===== src/rtl/clkgate_pkg.sv =====
package clkgate_pkg;

    typedef enum logic [1:0] {
        IST_FUNC  = 2'd0,
        IST_TRANS = 2'd1,
        IST_DIS   = 2'd3
    } ist_e;

    localparam logic [1:0] MODE_OFF = 2'd0;
    localparam logic [1:0] MODE_ON  = 2'd2;
    localparam logic [1:0] TR_SLEEP = 2'd1;
    localparam logic [1:0] TR_WAKE  = 2'd2;

    localparam int IST_LSB = 16;
    localparam int OPT_BIT = 18;
    localparam int ACT_LSB = 4;

endpackage


===== src/rtl/clkgate_seq.sv =====
module clkgate_seq
    import clkgate_pkg::*;
#(
    parameter int ACK_CYC = 4
) (
    input  logic clk,
    input  logic rst_n,
    input  logic mode_on,
    output ist_e ist
);
    localparam int CNT_W = $clog2(ACK_CYC + 1);

    typedef struct packed {
        ist_e             ist;
        logic [CNT_W-1:0] cnt;
    } seq_t;

    seq_t seq_d, seq_q;

    always_comb begin
        seq_d = seq_q;
        case (seq_q.ist)
            IST_DIS: begin
                if (mode_on) begin
                    seq_d.ist = IST_TRANS;
                    seq_d.cnt = '0;
                end
            end
            IST_TRANS: begin
                if (seq_q.cnt == CNT_W'(ACK_CYC - 1)) begin
                    seq_d.ist = mode_on ? IST_FUNC : IST_DIS;
                end else begin
                    seq_d.cnt = seq_q.cnt + 1'b1;
                end
            end
            IST_FUNC: begin
                if (!mode_on) begin
                    seq_d.ist = IST_TRANS;
                    seq_d.cnt = '0;
                end
            end
            default: seq_d.ist = IST_DIS;
        endcase
    end

    always_ff @(posedge clk or negedge rst_n) begin
        if (!rst_n) begin
            seq_q.ist <= IST_DIS;
            seq_q.cnt <= '0;
        end else begin
            seq_q <= seq_d;
        end
    end

    assign ist = seq_q.ist;

endmodule


===== src/rtl/clkgate_dom.sv =====
module clkgate_dom
    import clkgate_pkg::*;
#(
    parameter int NUM_CLK   = 3,
    parameter int WAKE_STEP = 2,
    parameter int SLEEP_CYC = 8
) (
    input  logic               clk,
    input  logic               rst_n,
    input  logic [1:0]         trctl,
    input  logic               mod_idle,
    output logic [NUM_CLK-1:0] act
);
    localparam int WK_MAX = NUM_CLK * WAKE_STEP;
    localparam int WK_W   = $clog2(WK_MAX + 1);
    localparam int SL_W   = $clog2(SLEEP_CYC + 1);

    typedef struct packed {
        logic [NUM_CLK-1:0] act;
        logic [WK_W-1:0]    wk;
        logic [SL_W-1:0]    sl;
    } dom_t;

    dom_t dom_d, dom_q;

    always_comb begin
        dom_d    = dom_q;
        dom_d.wk = '0;
        dom_d.sl = '0;
        if (trctl == TR_WAKE) begin
            dom_d.wk = (dom_q.wk == WK_W'(WK_MAX)) ? dom_q.wk : dom_q.wk + 1'b1;
            for (int i = 0; i < NUM_CLK; i++) begin
                if (dom_q.wk >= WK_W'((i + 1) * WAKE_STEP - 1)) begin
                    dom_d.act[i] = 1'b1;
                end
            end
        end else if (trctl == TR_SLEEP && mod_idle) begin
            if (dom_q.sl == SL_W'(SLEEP_CYC - 1)) begin
                dom_d.act = '0;
            end else begin
                dom_d.sl = dom_q.sl + 1'b1;
            end
        end
    end

    always_ff @(posedge clk or negedge rst_n) begin
        if (!rst_n) begin
            dom_q <= '0;
        end else begin
            dom_q <= dom_d;
        end
    end

    assign act = dom_q.act;

endmodule


===== src/rtl/clkgate_ctrl.sv =====
module clkgate_ctrl
    import clkgate_pkg::*;
#(
    parameter int ADDR_W    = 4,
    parameter int NUM_CLK   = 3,
    parameter int ACK_CYC   = 4,
    parameter int WAKE_STEP = 2,
    parameter int SLEEP_CYC = 8
) (
    input  logic              clk,
    input  logic              rst_n,
    input  logic              bus_sel,
    input  logic              bus_wr,
    input  logic [ADDR_W-1:0] bus_addr,
    input  logic [31:0]       bus_wdata,
    output logic [31:0]       bus_rdata,
    output logic              mod_clk_en,
    output logic              opt_clk_en
);
    localparam int WORD_W = ADDR_W - 2;

    typedef struct packed {
        logic [1:0] mode;
        logic       opt;
        logic [1:0] trctl;
    } regs_t;

    regs_t regs_d, regs_q;

    logic               hit_mod, hit_dom, wr_mod, wr_dom;
    logic [1:0]         cur_mode, cur_trctl;
    ist_e               cur_ist;
    logic [NUM_CLK-1:0] cur_act;
    logic               mod_idle;
    logic               unused_bits;

    assign hit_mod = bus_addr[ADDR_W-1:2] == WORD_W'(0);
    assign hit_dom = bus_addr[ADDR_W-1:2] == WORD_W'(1);
    assign wr_mod  = bus_sel && bus_wr && hit_mod;
    assign wr_dom  = bus_sel && bus_wr && hit_dom;
    assign unused_bits = ^{bus_addr[1:0], bus_wdata[31:19], bus_wdata[17:2]};

    always_comb begin
        regs_d = regs_q;
        if (wr_mod) begin
            if (bus_wdata[1:0] == MODE_OFF || bus_wdata[1:0] == MODE_ON) begin
                regs_d.mode = bus_wdata[1:0];
            end
            regs_d.opt = bus_wdata[OPT_BIT];
        end
        if (wr_dom) begin
            regs_d.trctl = bus_wdata[1:0];
        end
    end

    always_ff @(posedge clk or negedge rst_n) begin
        if (!rst_n) begin
            regs_q <= '0;
        end else begin
            regs_q <= regs_d;
        end
    end

    assign cur_mode  = regs_q.mode;
    assign cur_trctl = regs_q.trctl;
    assign mod_idle  = (regs_q.mode == MODE_OFF) && (cur_ist == IST_DIS);

    clkgate_seq #(.ACK_CYC(ACK_CYC)) seq_i (
        .clk     (clk),
        .rst_n   (rst_n),
        .mode_on (regs_q.mode == MODE_ON),
        .ist     (cur_ist)
    );

    clkgate_dom #(
        .NUM_CLK   (NUM_CLK),
        .WAKE_STEP (WAKE_STEP),
        .SLEEP_CYC (SLEEP_CYC)
    ) dom_i (
        .clk      (clk),
        .rst_n    (rst_n),
        .trctl    (regs_q.trctl),
        .mod_idle (mod_idle),
        .act      (cur_act)
    );

    always_comb begin
        bus_rdata = '0;
        if (bus_sel && hit_mod) begin
            bus_rdata[1:0]               = regs_q.mode;
            bus_rdata[IST_LSB +: 2]      = cur_ist;
            bus_rdata[OPT_BIT]           = regs_q.opt;
        end else if (bus_sel && hit_dom) begin
            bus_rdata[1:0]               = regs_q.trctl;
            bus_rdata[ACT_LSB +: NUM_CLK] = cur_act;
        end
    end

    assign mod_clk_en = (cur_ist != IST_DIS);
    assign opt_clk_en = regs_q.opt && (cur_ist == IST_FUNC);

endmodule


===== config.mk =====
export PLATFORM = sky130hd
export DESIGN_NAME = clkgate_ctrl
export DESIGN_NICKNAME = d
export VERILOG_FILES = /design/src/rtl/clkgate_pkg.sv /design/src/rtl/clkgate_seq.sv /design/src/rtl/clkgate_dom.sv /design/src/rtl/clkgate_ctrl.sv
export SDC_FILE = /design/constraint.sdc
export NUM_CORES = 1
export LEC_CHECK = 0
export BUFFER_PORTS_ARGS = -buffer_cell sky130_fd_sc_hd__buf_2
export CAP_MARGIN = 5
export CORE_MARGIN = 3
export CORE_UTILIZATION = 40
export DETAILED_ROUTE_END_ITERATION = 8
export PLACE_DENSITY_LB_ADDON = 0.3
export SETUP_SLACK_MARGIN = 0.4
export SLEW_MARGIN = 5
export SYNTH_ARGS = -nofsm -noshare
export SYNTH_HDL_FRONTEND = slang
export SYNTH_SLANG_ARGS = --single-unit

===== constraint.sdc =====
create_clock -name clk -period 1.6 [get_ports clk]
set_input_delay 0.08 -clock clk [delete_from_list [all_inputs] [get_ports clk]]
set_output_delay 0.08 -clock clk [all_outputs]
set_load 0.01 [all_outputs]

# After elaboration in Yosys (flattened, before gate mapping)
# Cells that the tools add are included.
[word_totals]
latchBits = 0
register_bits = 20
in_bits = 40
word_cells = 80
ramBits = 0
n_memories = 0
romBits = 0
[op_classes]
n_shift = 0
reduce_logical = 22
n_mul = 0
div = 0
addsub = 3
n_lt_le_gt_ge = 3
muxes = 23
eq_ne = 19
bitwise_logic = 0
[op_table]
columns = ["op", "n"]
rows = [
  ["$mux W3", 9],
  ["$ne A2 B2 Y1 const B", 7],
  ["$mux W4", 3],
  ["$reduce_and A3 Y1", 4],
  ["$mux W5", 2],
  ["$pmux W3 S3", 1],
  ["$eq A2 B2 Y1 const B", 4],
  ["$logic_and A1 B1 Y1", 8],
  ["$logic_not A2 Y1", 4],
  ["$mux W2", 4],
  ["$add A3 B1 Y3 const B", 2],
  ["$eq A2 B1 Y1 const B", 3],
  ["$pmux W2 S3", 1],
  ["$add A4 B1 Y4 const B", 1],
  ["$eq A4 B3 Y1 const B", 1],
  ["$ne A2 B1 Y1 const B", 2],
  ["$reduce_and A4 Y1", 1],
  ["$reduce_bool A2 Y1", 2],
  ["$eq A3 B2 Y1 const B", 1],
  ["$eq A3 B3 Y1 const B", 1],
  ["$ge A3 B1 Y1 const B", 1],
  ["$ge A3 B2 Y1 const B", 1],
  ["$ge A3 B3 Y1 const B", 1],
  ["$mux W1", 3],
  ["other kinds (3)", 3],
]

# Depth between registers and ports, before layout
[depth]
word_depth = 5
ltp_mapped = 5
depth_no_buf = 5

# Hierarchy
# Synthesis repeated with hierarchy kept, for this count alone.
[hier_totals]
cells_unflattened = 140
area_unflattened_um2 = 1371.3
[modules_own_cells]
columns = ["module", "cells_per_inst", "n_inst", "area_each_um2"]
rows = [
  ["clkgate_dom", 51, 1, 509.2],
  ["clkgate_ctrl", 56, 1, 499.2],
  ["clkgate_seq", 33, 1, 362.8],
]

# Least setup slack after synthesis
# OpenSTA, ideal clock, no wires.
[synth_path]
path_type = "flip-flop to flip-flop"
from = "register seq_i.ist[0] (netlist name)"
to = "register seq_i.seq_q[1] in the netlist's numbering"
t_required_ps = 1458
path_slack_ps = -166
synth_period_minus_slack_ps = 1766
stages_incl_launch_ff = 6
arrival_ps = 1625
path_buffers = 0
cell_sequence = "dfstp_2 inv_1 ha_1 or4b_4 o311ai_0 o211ai_1"
[synth_between]
elab_chain_cells = 3
elab_cells_between_ends = 9
[synth_rtl]
columns = ["item", "line", "source"]
rows = [
  ["$eq A2 B1 Y1 (tied with other cells)", "clkgate_seq.sv:22", "case (seq_q.ist)"],
  ["$ne A2 B2 Y1 (no line) (tied with other cells)", "--", ""],
  ["$reduce_and A4 Y1 (no line)", "--", ""],
  ["end signal, assigned", "clkgate_seq.sv:51", "seq_q <= seq_d;"],
  ["end, declared", "clkgate_seq.sv:18", "seq_t seq_d, seq_q;"],
]
# Parallel ways exist; a longest one is shown, timed or not.
# A chain may end at the register's enable or synchronous reset.

# Final worst setup path
[layout_path]
from = "register seq_i.ist[0] (netlist name)"
to = "register seq_i.seq_q[2] in the netlist's numbering"
[layout_between]
elab_chain_cells = 3
elab_cells_between_ends = 9
[layout_rtl]
columns = ["item", "line"]
rows = [
  ["$eq A2 B1 Y1 (tied with other cells)", "clkgate_seq.sv:22"],
  ["$ne A2 B2 Y1 (no line) (tied with other cells)", "--"],
  ["$reduce_and A4 Y1 (no line)", "--"],
]
# Parallel ways exist; a longest one is shown, timed or not.

==> results by group <==
Layout
  • Final net count: between 200 and 250
  • Inserted Diodes: 0
  • Layout cells sized above 1: 0.402
  • Most frequent cells in the layout: conb_1 (24), dfrtp_1 (15), buf_2 (15)
  • Post-Route Utilization: 0.556
  • P&R area growth vs syn: 29.0%
  • Design area: 0.00174 mm^2
  • Most common cell after layout, fill and taps aside: conb_1

Die
  • FP Rows: 20
  • Ports: 74
  • Die boundary height: approximately 64 um
  • Die Wd: ~64 um
  • Die area: 0.00410 mm^2
  • Core box area: 0.00313 mm^2
  • Initial Utilization: 0.431

Synth
  • Mapped Area: roughly 0.0013 mm^2
  • Synth area leader: dfrtp_1
  • Post-synthesis xor/xnor area fraction: 0.0130
  • Ys Warns: 0
  • Synth Area in Adders: 0.102
  • Netlist cell types: 36
  • #FFs+latches synth: 20
  • Mapped Cells: 135
  • Combinational family with the most area after synthesis: simple AND/OR/NAND/NOR gates
  • Synth Area in Compound Gates: 0.132
  • Post-synth top area share: 0.334
  • Post-synthesis mux area share: 0.0408
  • Syn_area_per_cell: approximately 10 um^2
  • Seq/Total Area, Yosys: 0.373
  • Simple-gate share of the synthesized area: 0.170
  • Synth top area cells: dfrtp_1 (33%), buf_4 (13%), ha_1 (10%)

Global route
  • Largest net degree at the start of global routing: 21
  • Initial antenna violation count: 0
  • Vias in the first global route: about 1,000
  • Total global routing overflow: 0
  • First-pass GRT wire length: ~4.6 mm
  • All-Layer GR Usage: 0.143

Clock network
  • CTS tree: yes
  • H-tree levels: 1
  • Clock Latency Late Sink: between 0.3 and 0.4 ns
  • Clock slew seen by the registers of the worst setup and hold paths: approximately 0.12 ns
  • CTS max path bufs: 2
  • CTS Root Cell: clkbuf_4
  • CTS Buf Count: 3
  • Clock Sink Count: 20

Outcome
  • Status: complete, but fails checks
  • Failing checks: negative setup slack

STA
  • Min setup slack post-route: -0.0696 ns
  • Setup violators final: 5
  • Final min period: about 1.7 ns
  • Final hold vios: 0
  • RSZ-0062 raised after global routing: yes
  • Final Skew: between 0.006 and 0.007 ns
  • Final Slew Violations: 0
  • Hold WS: ~0.012 ns
  • Tcrit/Tclk final: 1.04
  • Peak Freq: between 500 and 600 MHz

Power and ir drop
  • Leakage: 0.836 nW
  • Design Power: between 0.002 and 0.0025 W
  • PwrDens: 1290 mW/mm^2
  • Max rail drop VDD: 0.906 mV

Critical path
  • CP max-delay cell: dfstp_2
  • WP depth: 5
  • Worst EP required: 1.87 ns
  • CP Data Arrival Time: around 1.9 ns
  • Worst-path cell chain: inv_4 > ha_4 > or4b_4 > o31ai_4 > a32o_1
  • Reg2reg setup slack: -0.07 ns
  • Setup crit start: seq_i.ist[0]
  • Crit path capture: seq_i.seq_q[2]
  • Crit Reg-Reg Startpoint: seq_i.ist[0]
  • Crit end category: flop
  • CP bufs+invs: 1
  • R2r worst-path depth: 5
  • Worst path max stage delay: roughly 0.58 ns
  • Setup CP Type: flop to flop
  • CP startpoint kind: flop
  • Worst-path maximum fanout: 4
  • RR Endpoint: seq_i.seq_q[2]
  • CP delay by family, top: flip-flops

Detailed routing
  • Via-to-Cell Ratio: between 4 and 5
  • DR WL/cell: about 13 um
  • Pre-antenna DRT Iters: 4
  • Detail Route Antenna Nets: 0
  • Starting DRC count in detailed routing: 15
  • Drt drc: 0
  • Vias post-DR: about 1,100
  • Detailed Route WL: roughly 2.9 mm

Place
  • Pre-CTS setup slack: -0.0601 ns
  • IO Port Bufs: 18
  • Gpl congestion: 0.890
  • Detailed Place HPWL: about 2.0 mm
  • Dpl cell area: about 0.0015 mm^2

Hold path
  • Tightest Hold Check Type: input pin to flop

Flow run
  • Max Cap Viol: 0
## registers in the layout, summed over array words and instances, names as in the netlist
name         flops
cur_trctl        2
dom_i.act        3
seq_i.seq_q      3
dom_i.dom_q      7
seq_i.ist        2
regs_q           1
cur_mode         2
## cells by family after synthesis
group / Yosys count
multiplexers: 5
XOR/XNOR: 2
buffers and inverters: 36
AO/OA/AOI/OAI: 20
AND/OR/NAND/NOR: 40
flip-flops: 20
other: 1
adder cells (fa/ha/maj): 11
## Yosys cell counts
cell type,instances
buf_4,24
dfrtp_1,18
inv_1,12
ha_1,11
nor2_1,11
and2_1,8
mux2_2,4
nand2_1,4
nand3_1,4
a22o_1,3
o2111ai_1,3
a211oi_1,2
and3b_1,2
dfstp_2,2
nand3b_1,2
nor2b_1,2
o211ai_1,2
o2bb2ai_1,2
xnor2_1,2
a21o_1,1
a21oi_1,1
a22oi_1,1
a32o_1,1
a32oi_1,1
and2b_1,1
conb_1,1
mux2i_1,1
nand2b_1,1
nand4_1,1
nor3_1,1
nor3b_2,1
o221ai_1,1
o311ai_0,1
o31ai_4,1
or3_1,1
or4b_4,1
## what timing repair did
item                                    in CTS  in global routing
resized for setup                           19                 17
endpoints found under the setup margin      19                 19
buffers inserted                             4                  5
hold endpoints to repair                    19                  1
gates cloned                                 0                  0
hold buffers                                 2                  1
pin swaps                                   13                  8
## routing by layer
| layer | part of all wire | vias up | routed length (um) | track usage |
|---|---|---|---|---|
| li1 | - | 497 | - | - |
| met1 | 0.40 | 500 | 1150 | 0.169 |
| met2 | 0.51 | 49 | 1470 | 0.248 |
| met3 | 0.056 | 9 | 160 | 0.0176 |
| met4 | 0.029 | 0 | 83 | 0.0782 |
| met5 | 0 | - | 0 | 0 |
## final cells by class
type                            count  area [um^2]
Multi-Input combinational cell    102          818
Fill cell                         259         1390
Clock buffer                        4         36.3
Inverter                           12         50.0
Sequential cell                    20          507
Timing Repair Buffer               36          274
Tap cell                           44         55.1
## worst min path at each step
stage | startpoint | endpoint | cells past startpoint
3_3_place_gp | rst_n | dom_i.dom_q[4] | 1
4_1_cts | bus_wdata[0] | cur_trctl[0] | 2
2_1_floorplan | rst_n | cur_mode[0] | 0
3_5_place_dp | rst_n | dom_i.dom_q[5] | 1
5_1_grt | bus_wdata[0] | cur_trctl[0] | 2
6_report | bus_wdata[0] | cur_trctl[0] | 2
## report_power, final
group	switching (W)	total, W	internal (W)	leakage [nW]
registers	0.0000960	0.000727	0.000631	0.252
clock network	0.000169	0.000308	0.000139	0.0210
logic	0.000589	0.00121	0.000617	0.563
total	0.000854	0.00224	0.00139	0.836
## per-stage QoR
| stage | instances | setup TNS (ns) |
|---|---|---|
| detailed placement | 202 | -0.233 |
| CTS | 212 | -0.252 |
| finish | 218 | -0.232 |
| global route | 218 | -0.577 |
| global placement | 202 | -0.0931 |
| floorplan | 158 | -0.0449 |
Power figures use the tool's default switching activity.
